### config.mk
export PLATFORM = sky130hd
export DESIGN_NAME = vl_admit
export DESIGN_NICKNAME = d
export VERILOG_FILES = /design/src/rtl/vl_admit_pkg.sv /design/src/rtl/vl_key_table.sv /design/src/rtl/vl_prio_pick.sv /design/src/rtl/vl_stat_counters.sv /design/src/rtl/vl_admit.sv
export SDC_FILE = /design/constraint.sdc
export NUM_CORES = 2
export LEC_CHECK = 0
export ABC_AREA = 1
export BUFFER_PORTS_ARGS = -buffer_cell sky130_fd_sc_hd__buf_2
export CAP_MARGIN = 20
export CORE_MARGIN = 8
export CORE_UTILIZATION = 55
export DETAILED_ROUTE_END_ITERATION = 8
export PLACE_DENSITY_LB_ADDON = 0.08
export SLEW_MARGIN = 20
export SYNTH_ARGS = -nofsm -noshare
export SYNTH_HDL_FRONTEND = slang
export SYNTH_SLANG_ARGS = --single-unit
### constraint.sdc
create_clock -name clk_i -period 5.5 [get_ports clk_i]
set_input_delay 0.825 -clock clk_i [delete_from_list [all_inputs] [get_ports clk_i]]
set_output_delay 0.825 -clock clk_i [all_outputs]
set_load 0.1 [all_outputs]
### src/rtl/vl_admit_pkg.sv
package vl_admit_pkg;
  typedef enum logic [1:0] {
    ACT_NONE     = 2'd0,
    ACT_REDIRECT = 2'd1,
    ACT_TRAP     = 2'd2,
    ACT_RSVD     = 2'd3
  } vl_act_e;
endpackage

### src/rtl/vl_key_table.sv
module vl_key_table #(
  parameter int NUM_LINKS = 8,
  parameter int NUM_PORTS = 5,
  parameter int MAC_W     = 48,
  parameter int VID_W     = 12,
  parameter int PCP_W     = 3,
  localparam int IDX_W    = (NUM_LINKS > 1) ? $clog2(NUM_LINKS) : 1
) (
  input  logic                 clk_i,
  input  logic                 rst_ni,
  input  logic                 cfg_we_i,
  input  logic [IDX_W-1:0]     cfg_idx_i,
  input  logic                 cfg_en_i,
  input  logic [MAC_W-1:0]     cfg_dmac_i,
  input  logic [VID_W-1:0]     cfg_vid_i,
  input  logic [PCP_W-1:0]     cfg_pcp_i,
  input  logic [1:0]           cfg_act_i,
  input  logic [NUM_PORTS-1:0] cfg_ports_i,
  input  logic [MAC_W-1:0]     key_dmac_i,
  input  logic [VID_W-1:0]     key_vid_i,
  input  logic [PCP_W-1:0]     key_pcp_i,
  output logic [NUM_LINKS-1:0] hit_o,
  output logic [1:0]           act_o   [NUM_LINKS],
  output logic [NUM_PORTS-1:0] ports_o [NUM_LINKS]
);
  for (genvar k = 0; k < NUM_LINKS; k++) begin : g_entry
    logic             en_q;
    logic [MAC_W-1:0] dmac_q;
    logic [VID_W-1:0] vid_q;
    logic [PCP_W-1:0] pcp_q;
    logic [1:0]       act_q;
    logic [NUM_PORTS-1:0] ports_q;

    always_ff @(posedge clk_i or negedge rst_ni) begin
      if (!rst_ni) begin
        en_q    <= 1'b0;
        dmac_q  <= '0;
        vid_q   <= '0;
        pcp_q   <= '0;
        act_q   <= 2'd0;
        ports_q <= '0;
      end else if (cfg_we_i && cfg_idx_i == IDX_W'(k)) begin
        en_q    <= cfg_en_i;
        dmac_q  <= cfg_dmac_i;
        vid_q   <= cfg_vid_i;
        pcp_q   <= cfg_pcp_i;
        act_q   <= cfg_act_i;
        ports_q <= cfg_ports_i;
      end
    end

    assign hit_o[k]   = en_q && dmac_q == key_dmac_i && vid_q == key_vid_i && pcp_q == key_pcp_i;
    assign act_o[k]   = act_q;
    assign ports_o[k] = ports_q;
  end
endmodule

### src/rtl/vl_prio_pick.sv
module vl_prio_pick #(
  parameter int NUM_LINKS = 8,
  localparam int IDX_W    = (NUM_LINKS > 1) ? $clog2(NUM_LINKS) : 1
) (
  input  logic [NUM_LINKS-1:0] req_i,
  output logic                 found_o,
  output logic [IDX_W-1:0]     idx_o
);
  // walk downward so the lowest set index is left in idx_o
  always_comb begin
    found_o = 1'b0;
    idx_o   = '0;
    for (int i = NUM_LINKS - 1; i >= 0; i--) begin
      if (req_i[i]) begin
        found_o = 1'b1;
        idx_o   = IDX_W'(i);
      end
    end
  end
endmodule

### src/rtl/vl_stat_counters.sv
module vl_stat_counters #(
  parameter int NUM_LINKS = 8,
  parameter int CNT_W     = 32
) (
  input  logic                       clk_i,
  input  logic                       rst_ni,
  input  logic [NUM_LINKS-1:0]       pass_inc_i,
  input  logic [NUM_LINKS-1:0]       drop_inc_i,
  output logic [NUM_LINKS*CNT_W-1:0] pass_cnt_o,
  output logic [NUM_LINKS*CNT_W-1:0] drop_cnt_o
);
  for (genvar k = 0; k < NUM_LINKS; k++) begin : g_link
    logic [CNT_W-1:0] pass_q, drop_q;

    always_ff @(posedge clk_i or negedge rst_ni) begin
      if (!rst_ni) begin
        pass_q <= '0;
        drop_q <= '0;
      end else begin
        if (pass_inc_i[k] && pass_q != '1) pass_q <= pass_q + 1'b1;
        if (drop_inc_i[k] && drop_q != '1) drop_q <= drop_q + 1'b1;
      end
    end

    assign pass_cnt_o[k*CNT_W +: CNT_W] = pass_q;
    assign drop_cnt_o[k*CNT_W +: CNT_W] = drop_q;
  end
endmodule

### src/rtl/vl_admit.sv
module vl_admit
  import vl_admit_pkg::*;
#(
  parameter int NUM_LINKS = 8,
  parameter int NUM_PORTS = 5,
  parameter int CPU_PORT  = 4,
  parameter int CNT_W     = 32,
  parameter int MAC_W     = 48,
  parameter int VID_W     = 12,
  parameter int PCP_W     = 3,
  localparam int IDX_W    = (NUM_LINKS > 1) ? $clog2(NUM_LINKS) : 1
) (
  input  logic                       clk_i,
  input  logic                       rst_ni,
  input  logic                       frame_valid_i,
  input  logic [MAC_W-1:0]           frame_dmac_i,
  input  logic [VID_W-1:0]           frame_vid_i,
  input  logic [PCP_W-1:0]           frame_pcp_i,
  input  logic [NUM_LINKS-1:0]       gate_open_i,
  input  logic                       cfg_we_i,
  input  logic [IDX_W-1:0]           cfg_idx_i,
  input  logic                       cfg_en_i,
  input  logic [MAC_W-1:0]           cfg_dmac_i,
  input  logic [VID_W-1:0]           cfg_vid_i,
  input  logic [PCP_W-1:0]           cfg_pcp_i,
  input  logic [1:0]                 cfg_act_i,
  input  logic [NUM_PORTS-1:0]       cfg_ports_i,
  output logic                       dec_valid_o,
  output logic                       dec_accept_o,
  output logic                       dec_match_o,
  output logic [IDX_W-1:0]           dec_idx_o,
  output logic [NUM_PORTS-1:0]       dec_ports_o,
  output logic [NUM_LINKS*CNT_W-1:0] pass_cnt_o,
  output logic [NUM_LINKS*CNT_W-1:0] drop_cnt_o
);
  localparam logic [NUM_PORTS-1:0] CPU_MASK = NUM_PORTS'(1) << CPU_PORT;

  logic [NUM_LINKS-1:0] hit;
  logic [1:0]           ent_act   [NUM_LINKS];
  logic [NUM_PORTS-1:0] ent_ports [NUM_LINKS];
  logic                 found;
  logic [IDX_W-1:0]     win_idx;
  vl_act_e              win_act;
  logic                 has_fwd, admit;
  logic [NUM_PORTS-1:0] fwd_ports;
  logic [NUM_LINKS-1:0] pass_inc, drop_inc;

  vl_key_table #(
    .NUM_LINKS(NUM_LINKS), .NUM_PORTS(NUM_PORTS),
    .MAC_W(MAC_W), .VID_W(VID_W), .PCP_W(PCP_W)
  ) i_table (
    .clk_i, .rst_ni,
    .cfg_we_i, .cfg_idx_i, .cfg_en_i, .cfg_dmac_i, .cfg_vid_i,
    .cfg_pcp_i, .cfg_act_i, .cfg_ports_i,
    .key_dmac_i (frame_dmac_i),
    .key_vid_i  (frame_vid_i),
    .key_pcp_i  (frame_pcp_i),
    .hit_o      (hit),
    .act_o      (ent_act),
    .ports_o    (ent_ports)
  );

  vl_prio_pick #(.NUM_LINKS(NUM_LINKS)) i_pick (
    .req_i   (hit),
    .found_o (found),
    .idx_o   (win_idx)
  );

  always_comb begin
    win_act   = vl_act_e'(ent_act[win_idx]);
    has_fwd   = (win_act == ACT_REDIRECT) || (win_act == ACT_TRAP);
    admit     = !found || (has_fwd && gate_open_i[win_idx]);
    fwd_ports = '0;
    if (found && admit) fwd_ports = (win_act == ACT_TRAP) ? CPU_MASK : ent_ports[win_idx];
    pass_inc  = '0;
    drop_inc  = '0;
    if (frame_valid_i && found) begin
      if (admit) pass_inc[win_idx] = 1'b1;
      else       drop_inc[win_idx] = 1'b1;
    end
  end

  always_ff @(posedge clk_i or negedge rst_ni) begin
    if (!rst_ni) begin
      dec_valid_o  <= 1'b0;
      dec_accept_o <= 1'b0;
      dec_match_o  <= 1'b0;
      dec_idx_o    <= '0;
      dec_ports_o  <= '0;
    end else begin
      dec_valid_o <= frame_valid_i;
      if (frame_valid_i) begin
        dec_accept_o <= admit;
        dec_match_o  <= found;
        dec_idx_o    <= found ? win_idx : '0;
        dec_ports_o  <= fwd_ports;
      end
    end
  end

  vl_stat_counters #(.NUM_LINKS(NUM_LINKS), .CNT_W(CNT_W)) i_stats (
    .clk_i, .rst_ni,
    .pass_inc_i (pass_inc),
    .drop_inc_i (drop_inc),
    .pass_cnt_o,
    .drop_cnt_o
  );
endmodule

# Word-level counts from Yosys, hierarchy flattened
# Index checks and enable logic that the tools add are counted.
[totals] word_cells=227 inputBits=149 output_inout_bits=523 ff_bits=1091
[classes] n_reduce_logical=56 muxes=33 n_eq_ne=49 n_bitwise=1 magnitude_cmp=3 n_addsub=16
[op_table] operator="$add A32 B1 Y32 const B" count=16
[op_table] operator="$ne A32 B32 Y1 const B" count=16
[op_table] operator="$eq A48 B48 Y1" count=8
[op_table] operator="$eq A12 B12 Y1" count=8
[op_table] operator="$logic_and A1 B1 Y1" count=52
[op_table] operator="$mux W8" count=4
[op_table] operator="$mux W3" count=9
[op_table] operator="$eq A3 B3 Y1" count=8
[op_table] operator="$mux W5" count=4
[op_table] operator="$bmux W5 S3" count=1
[op_table] operator="$eq A3 B3 Y1 const B" count=4
[op_table] operator="$mux W1" count=10
[op_table] operator="$bmux W2 S3" count=1
[op_table] operator="$eq A3 B2 Y1 const B" count=2
[op_table] operator="$ge A4 B4 Y1 const B" count=1
[op_table] operator="$lt A3 B4 Y1 const B" count=1
[op_table] operator="$mux W2" count=2
[op_table] operator="$not A3 Y4" count=1
[op_table] operator="$bmux W1 S3" count=1
[op_table] operator="$demux W1 S3" count=1
[op_table] operator="$eq A3 B1 Y1 const B" count=1
[op_table] operator="$ge A3 B1 Y1 const B" count=1
[op_table] operator="$logic_not A3 Y1" count=1
[op_table] operator="$eq A2 B1 Y1 const B" count=1
[op_table] operator="3 further kinds" count=4

# Longest topological paths before layout
[depth] word_depth=23 ltp_mapped=36 ltp_nobuf=33

# Cells and area by module
# A second synthesis with hierarchy kept.
[unflattened] cells_unflattened=9512 hier_area_um2=64242.9
[by_module_without_submodules] module="vl_stat_counters" cells_per_inst=5267 seq_area_each_um2=12812.3 instances=1 area_per_inst_um2=33668.5
[by_module_without_submodules] module="vl_key_table" cells_per_inst=3998 seq_area_each_um2=14213.6 instances=1 area_per_inst_um2=29161.7
[by_module_without_submodules] module="vl_admit" cells_per_inst=225 seq_area_each_um2=275.3 instances=1 area_per_inst_um2=1313.8
[by_module_without_submodules] module="vl_prio_pick" cells_per_inst=22 seq_area_each_um2=0.0 instances=1 area_per_inst_um2=98.8

# Worst setup path after synthesis
# Ideal clock, no wire load.
[synth_path] path_kind="in2reg" from="input frame_vid_i[11]" to="register i_stats.g_link[7].pass_q[21]" required_ns=5.341 t_arrival_ns=4.213 path_slack_ns=1.128 path_buffers=5 setup_ns=0.159 path_stages=33 cell_sequence="buf_2 inv_2 buf_2 nand2_1 nand2_1 nor2_1 nand2_1 nor2_1 nand2_1 nor2_1 nand3_1 nand2_1 nand2_1 nand2_1 nand2_1 nand2_4 nand2_4 buf_4 nand2_1 inv_1 nand2_1 nand3_1 nor4_1 ha_1 inv_1 nand2_1 nor2_4 nand3_4 buf_8 nor2_4 buf_4 nand3_1 xnor2_1"
[synth_between] elab_chain_cells=22 word_cells_on_any_way=61
[synth_lines] element="from (decl)" line="vl_admit.sv:17" source="input logic [VID_W-1:0] frame_vid_i,"
[synth_lines] element="$eq A12 B12 Y1" line="vl_key_table.sv:52" source="assign hit_o[k] = en_q && dmac_q == key_dmac_i && vid_q == key_vid_i && pcp_q == key_pcp_i;"
[synth_lines] element="$logic_and A1 B1 Y1 (2 in series)" line="vl_key_table.sv:52"
[synth_lines] element="$mux W3 (8 in series)" line="vl_prio_pick.sv:14" source="if (req_i[i]) begin"
[synth_lines] element="$not A3 Y4 (implied by the code)" line="vl_admit.sv:70" source="win_act = vl_act_e'(ent_act[win_idx]);"
[synth_lines] element="$bmux W2 S3" line="vl_admit.sv:70"
[synth_lines] element="$mux W2 (implied by the code) (2 in series)" line="vl_admit.sv:70"
[synth_lines] element="$eq A2 B1 Y1 / $eq A2 B2 Y1 (equally long branches)" line="vl_admit.sv:71" source="has_fwd = (win_act == ACT_REDIRECT) || (win_act == ACT_TRAP);"
[synth_lines] element="$logic_or A1 B1 Y1" line="vl_admit.sv:71"
[synth_lines] element="$logic_and A1 B1 Y1" line="vl_admit.sv:72" source="admit = !found || (has_fwd && gate_open_i[win_idx]);"
[synth_lines] element="$logic_or A1 B1 Y1" line="vl_admit.sv:72"
[synth_lines] element="$mux W8" line="vl_admit.sv:78" source="if (admit) pass_inc[win_idx] = 1'b1;"
[synth_lines] element="$mux W8 (*)" line="vl_admit.sv:77" source="if (frame_valid_i && found) begin"
[synth_lines] element="$logic_and A1 B1 Y1 (*)" line="vl_stat_counters.sv:20" source="if (pass_inc_i[k] && pass_q != '1) pass_q <= pass_q + 1'b1;"
[synth_lines] element="to (signal assigned)" line="vl_stat_counters.sv:20"
[synth_lines] element="to (decl)" line="vl_stat_counters.sv:13" source="logic [CNT_W-1:0] pass_q, drop_q;"
# Every way passes the cells marked *; elsewhere a longest branch is shown, timed or not. The select of a mux whose other input is x is not followed.
# A chain may end at the register's enable or synchronous reset.

# Worst setup path in the final report
[layout_path] from="input frame_vid_i[5]" to="register i_stats.g_link[6].pass_q[20]"
[layout_between] elab_chain_cells=22 word_cells_on_any_way=61
[layout_lines] element="$eq A12 B12 Y1" line="vl_key_table.sv:52"
[layout_lines] element="$logic_and A1 B1 Y1 (2 in series)" line="vl_key_table.sv:52"
[layout_lines] element="$mux W3 (8 in series)" line="vl_prio_pick.sv:14"
[layout_lines] element="$not A3 Y4 (implied by the code)" line="vl_admit.sv:70"
[layout_lines] element="$bmux W2 S3" line="vl_admit.sv:70"
[layout_lines] element="$mux W2 (implied by the code) (2 in series)" line="vl_admit.sv:70"
[layout_lines] element="$eq A2 B1 Y1 / $eq A2 B2 Y1 (equally long branches)" line="vl_admit.sv:71"
[layout_lines] element="$logic_or A1 B1 Y1" line="vl_admit.sv:71"
[layout_lines] element="$logic_and A1 B1 Y1" line="vl_admit.sv:72"
[layout_lines] element="$logic_or A1 B1 Y1" line="vl_admit.sv:72"
[layout_lines] element="$mux W8" line="vl_admit.sv:78"
[layout_lines] element="$mux W8 (*)" line="vl_admit.sv:77"
[layout_lines] element="$logic_and A1 B1 Y1 (*)" line="vl_stat_counters.sv:20"
[layout_lines] element="to (signal assigned)" line="vl_stat_counters.sv:20"
[layout_lines] element="to (decl)" line="vl_stat_counters.sv:13"
# Marked as above.

==> metrics.txt <==
Synth async-reset ratio=100.0%; Main synth FF type=dfrtp_1; worst slew pin tran=1.126 ns; PwrDens=318.9 mW/mm^2; CTS tree=done; Final Non-Filler Cells=11.22k; status=finished, final reports clean; top cells by count, synth=nand2_1 (3,019), inv_1 (1,122), dfrtp_1 (1,091); initial antenna violation count=42; DRT antenna net count=0; Worst Setup Start Kind=input pin; max-capacitance violation count=0; Clock Skew=0.07484 ns; Slew HR=24.95%; IO Pins=672; global routing's busiest layer=met2; CTS root buffer=clkbuf_16; cts bufs inserted=115; Yosys reg bits=1,091; CP max stage cell=nand2_1; DRC Markers=0; total leakage power=38.24 nW; Synth Area per Inst=7.038 um^2; Tot Pwr=23.17 mW; Hold-fix buffers, CTS=0; RSZ-0062 raised after global routing=false; post-synth top area share=44.50%; vias in the first global route=63.58k; Synth area leaders=dfrtp_1 (45%), nand2_1 (18%), inv_1 (6.9%), o21ai_0 (6.8%), nor2_1 (6.2%); critical path arrival=5.87 ns; vias per cell=5.937; fmax=0.1898 GHz; period utilization=95.77%; DP Wirelength=233.4 mm; hold crit path type=in -> async; placed insts=10.98k; clk buf depth=3; crit path max fanout=19; syn nets=8,882; latest clock arrival within the worst-skew pair=0.76 ns; Yosys cell types=54; largest net degree at the start of global routing=150; Hold Violations, Final=0; DRT Pass-1 Iters=6; crit path time final=5.267 ns; register area share after synthesis=44.50%; final setup vio count=0; Setup Crit Path Kind=in -> reg; mapped cell area=0.06135 mm^2; peak supply drop=317.2 uV; critical path endpoint category=flop; clock-pin slew of the registers on the worst-case setup and hold paths=0.06 ns; routability cong.=1.146; post-place setup slack=-0.1996 ns; CTS H-tree lvls=3; Final nets=9,777; total grt overflow=0; Layout area overhead=18.42%; FP Rows=122; M3 GR Usage=15.40%; yosys warns=0; Port Buffers=671; Initial DRC Count=9,459; pins over their slew limit=0; GR Util met1=58.88%; die height=350.0 um; Synth area leader=dfrtp_1; Die ar.=0.1225 mm^2; share of cells above drive strength 1=13.87%; Cells after Synth=8,716; Via Count=66.64k; first-pass GRT wire length=423.8 mm; drt wl/cell=26.37 um; slowest stage delay, CP=0.41 ns; PnR worst setup slack=0.2326 ns; Overall Global Routing Usage=46.84%; initial core utilization=55.43%; WL final=296.0 mm; M2 GR Usage=68.84%; clock sinks=1,091; Post-synth EDFFs=0; most frequent cell after synthesis=nand2_1; die width=350.0 um; Core ar.=0.1107 mm^2; cell mode on critical path=nand2_1; Data required, critical path=6.10 ns
-- layout make-up --
cell class / count / area [um^2]
tap: 1488 / 1862
clock inverter: 55 / 884.6
antenna: 29 / 72.57
timing repair buffer: 1011 / 6271
multi-input combinational: 6227 / 28610
fill: 9050 / 38020
sequential: 1091 / 27300
inverter: 1165 / 4373
clock buffer: 158 / 3269
-- flip-flops by register name, summed over array words and instances (netlist names), 3 cells and up --
signal and flops:
dec_idx_o 3, dec_ports_o 5, i_stats.g_link.drop_q 256, i_stats.g_link.pass_q 256
i_table.g_entry.act_q 16, i_table.g_entry.dmac_q 384, i_table.g_entry.en_q 8, i_table.g_entry.pcp_q 24
i_table.g_entry.ports_q 40, i_table.g_entry.vid_q 96
-- stage by stage --
| step | util [%] | hold WS (ns) | instance area, um^2 | setup TNS, ns |
|---|---|---|---|---|
| final | 65.64 | 0.1660 | 72640 | 0 |
| after global routing | 65.59 | 0.2238 | 72590 | 0 |
| after CTS | 65.57 | 0.1854 | 72570 | 0 |
| after detailed placement | 61.82 | 0.4727 | 68420 | -21.17 |
| after global placement | 61.82 | 0.4658 | 68420 | -11.75 |
| after floorplan | - | 0.4479 | 61350 | 0 |
-- placed cells by master (no fill, tap or decap), types with 5 or more instances in the layout --
cell type and n:
buf_2 670, clkbuf_16 115, nor2_1 1011, o21ai_0 835, and2_1 6, clkbuf_1 20
nand3b_1 49, nand4_1 171, clkinv_2 10, or2_2 11, buf_12 28, o22ai_1 22
nor3_1 143, inv_2 39, nand3_1 305, nand2_2 14, nand2_1 3013, clkinvlp_4 9
nor3b_1 5, nor2_4 16, inv_1 1122, ha_1 17, xor2_1 248, nor4_1 71
buf_4 312, nand3_2 5, xnor2_1 139, nor2_2 35, inv_6 5, o21ai_1 29
clkinv_4 8, nand3_4 5, clkbuf_8 23, nand2_4 9, bufinv_16 19, dfrtp_1 1091
a21oi_1 33, diode_2 29
-- critical path: cells and delay by family --
family | cells | cell delay [ns]
AND/OR/NAND/NOR | 22 | 3.54
buffers and inverters | 7 | 0.89
adder cells (fa/ha/maj) | 1 | 0.31
AO/OA/AOI/OAI | 1 | 0.28
-- routing by layer --
layer  routed length, um  part of all wire, %  up-vias
li1                    -                    -    28920
met1              106800                   36    31540
met2              124100                   42     4981
met3               39930                   13     1168
met4               24860                  8.4       28
met5                 224                0.076        -
-- timing repair --
| item | CTS | global route |
|---|---|---|
| resized for setup | 0 | 1 |
| buffers inserted | 0 | 0 |
| endpoints found under the setup margin | 0 | 9 |
-- final timing paths --
kind | startpoint | end | slack, ns | depth (start not counted)
max | frame_vid_i[5] | i_stats.g_link[6].pass_q[20] | 0.23 | 31
min | rst_ni | i_stats.g_link[6].pass_q[2] | 0.17 | 1
max reg2reg | i_table.g_entry[7].dmac_q[13] | i_stats.g_link[6].drop_q[31] | 0.26 | 31
min reg2reg | i_table.g_entry[1].dmac_q[22] | i_table.g_entry[1].dmac_q[22] | 0.49 | 2
max in group asynchronous | rst_ni | i_stats.g_link[7].pass_q[16] | 3.81 | 2
min in group clk_i | cfg_dmac_i[40] | i_table.g_entry[7].dmac_q[40] | 0.31 | 3
-- power by group --
part	leakage, nW	switching [mW]	internal [mW]	total (mW)
clock network	2.01	3.57	5.07	8.64
registers	13.9	0.852	8.82	9.68
logic	22.4	3.53	1.32	4.86
-- logic make-up after synthesis --
group | count (synthesis) | share of synthesized area, %
fa+ha+maj | 17 | 0.3467
simple gates | 4889 | 32.92
xor+xnor | 387 | 5.525
compound gates | 934 | 7.740
buf+inv | 1398 | 8.962
flops | 1091 | 44.50
(Power assumes the default switching activity.)
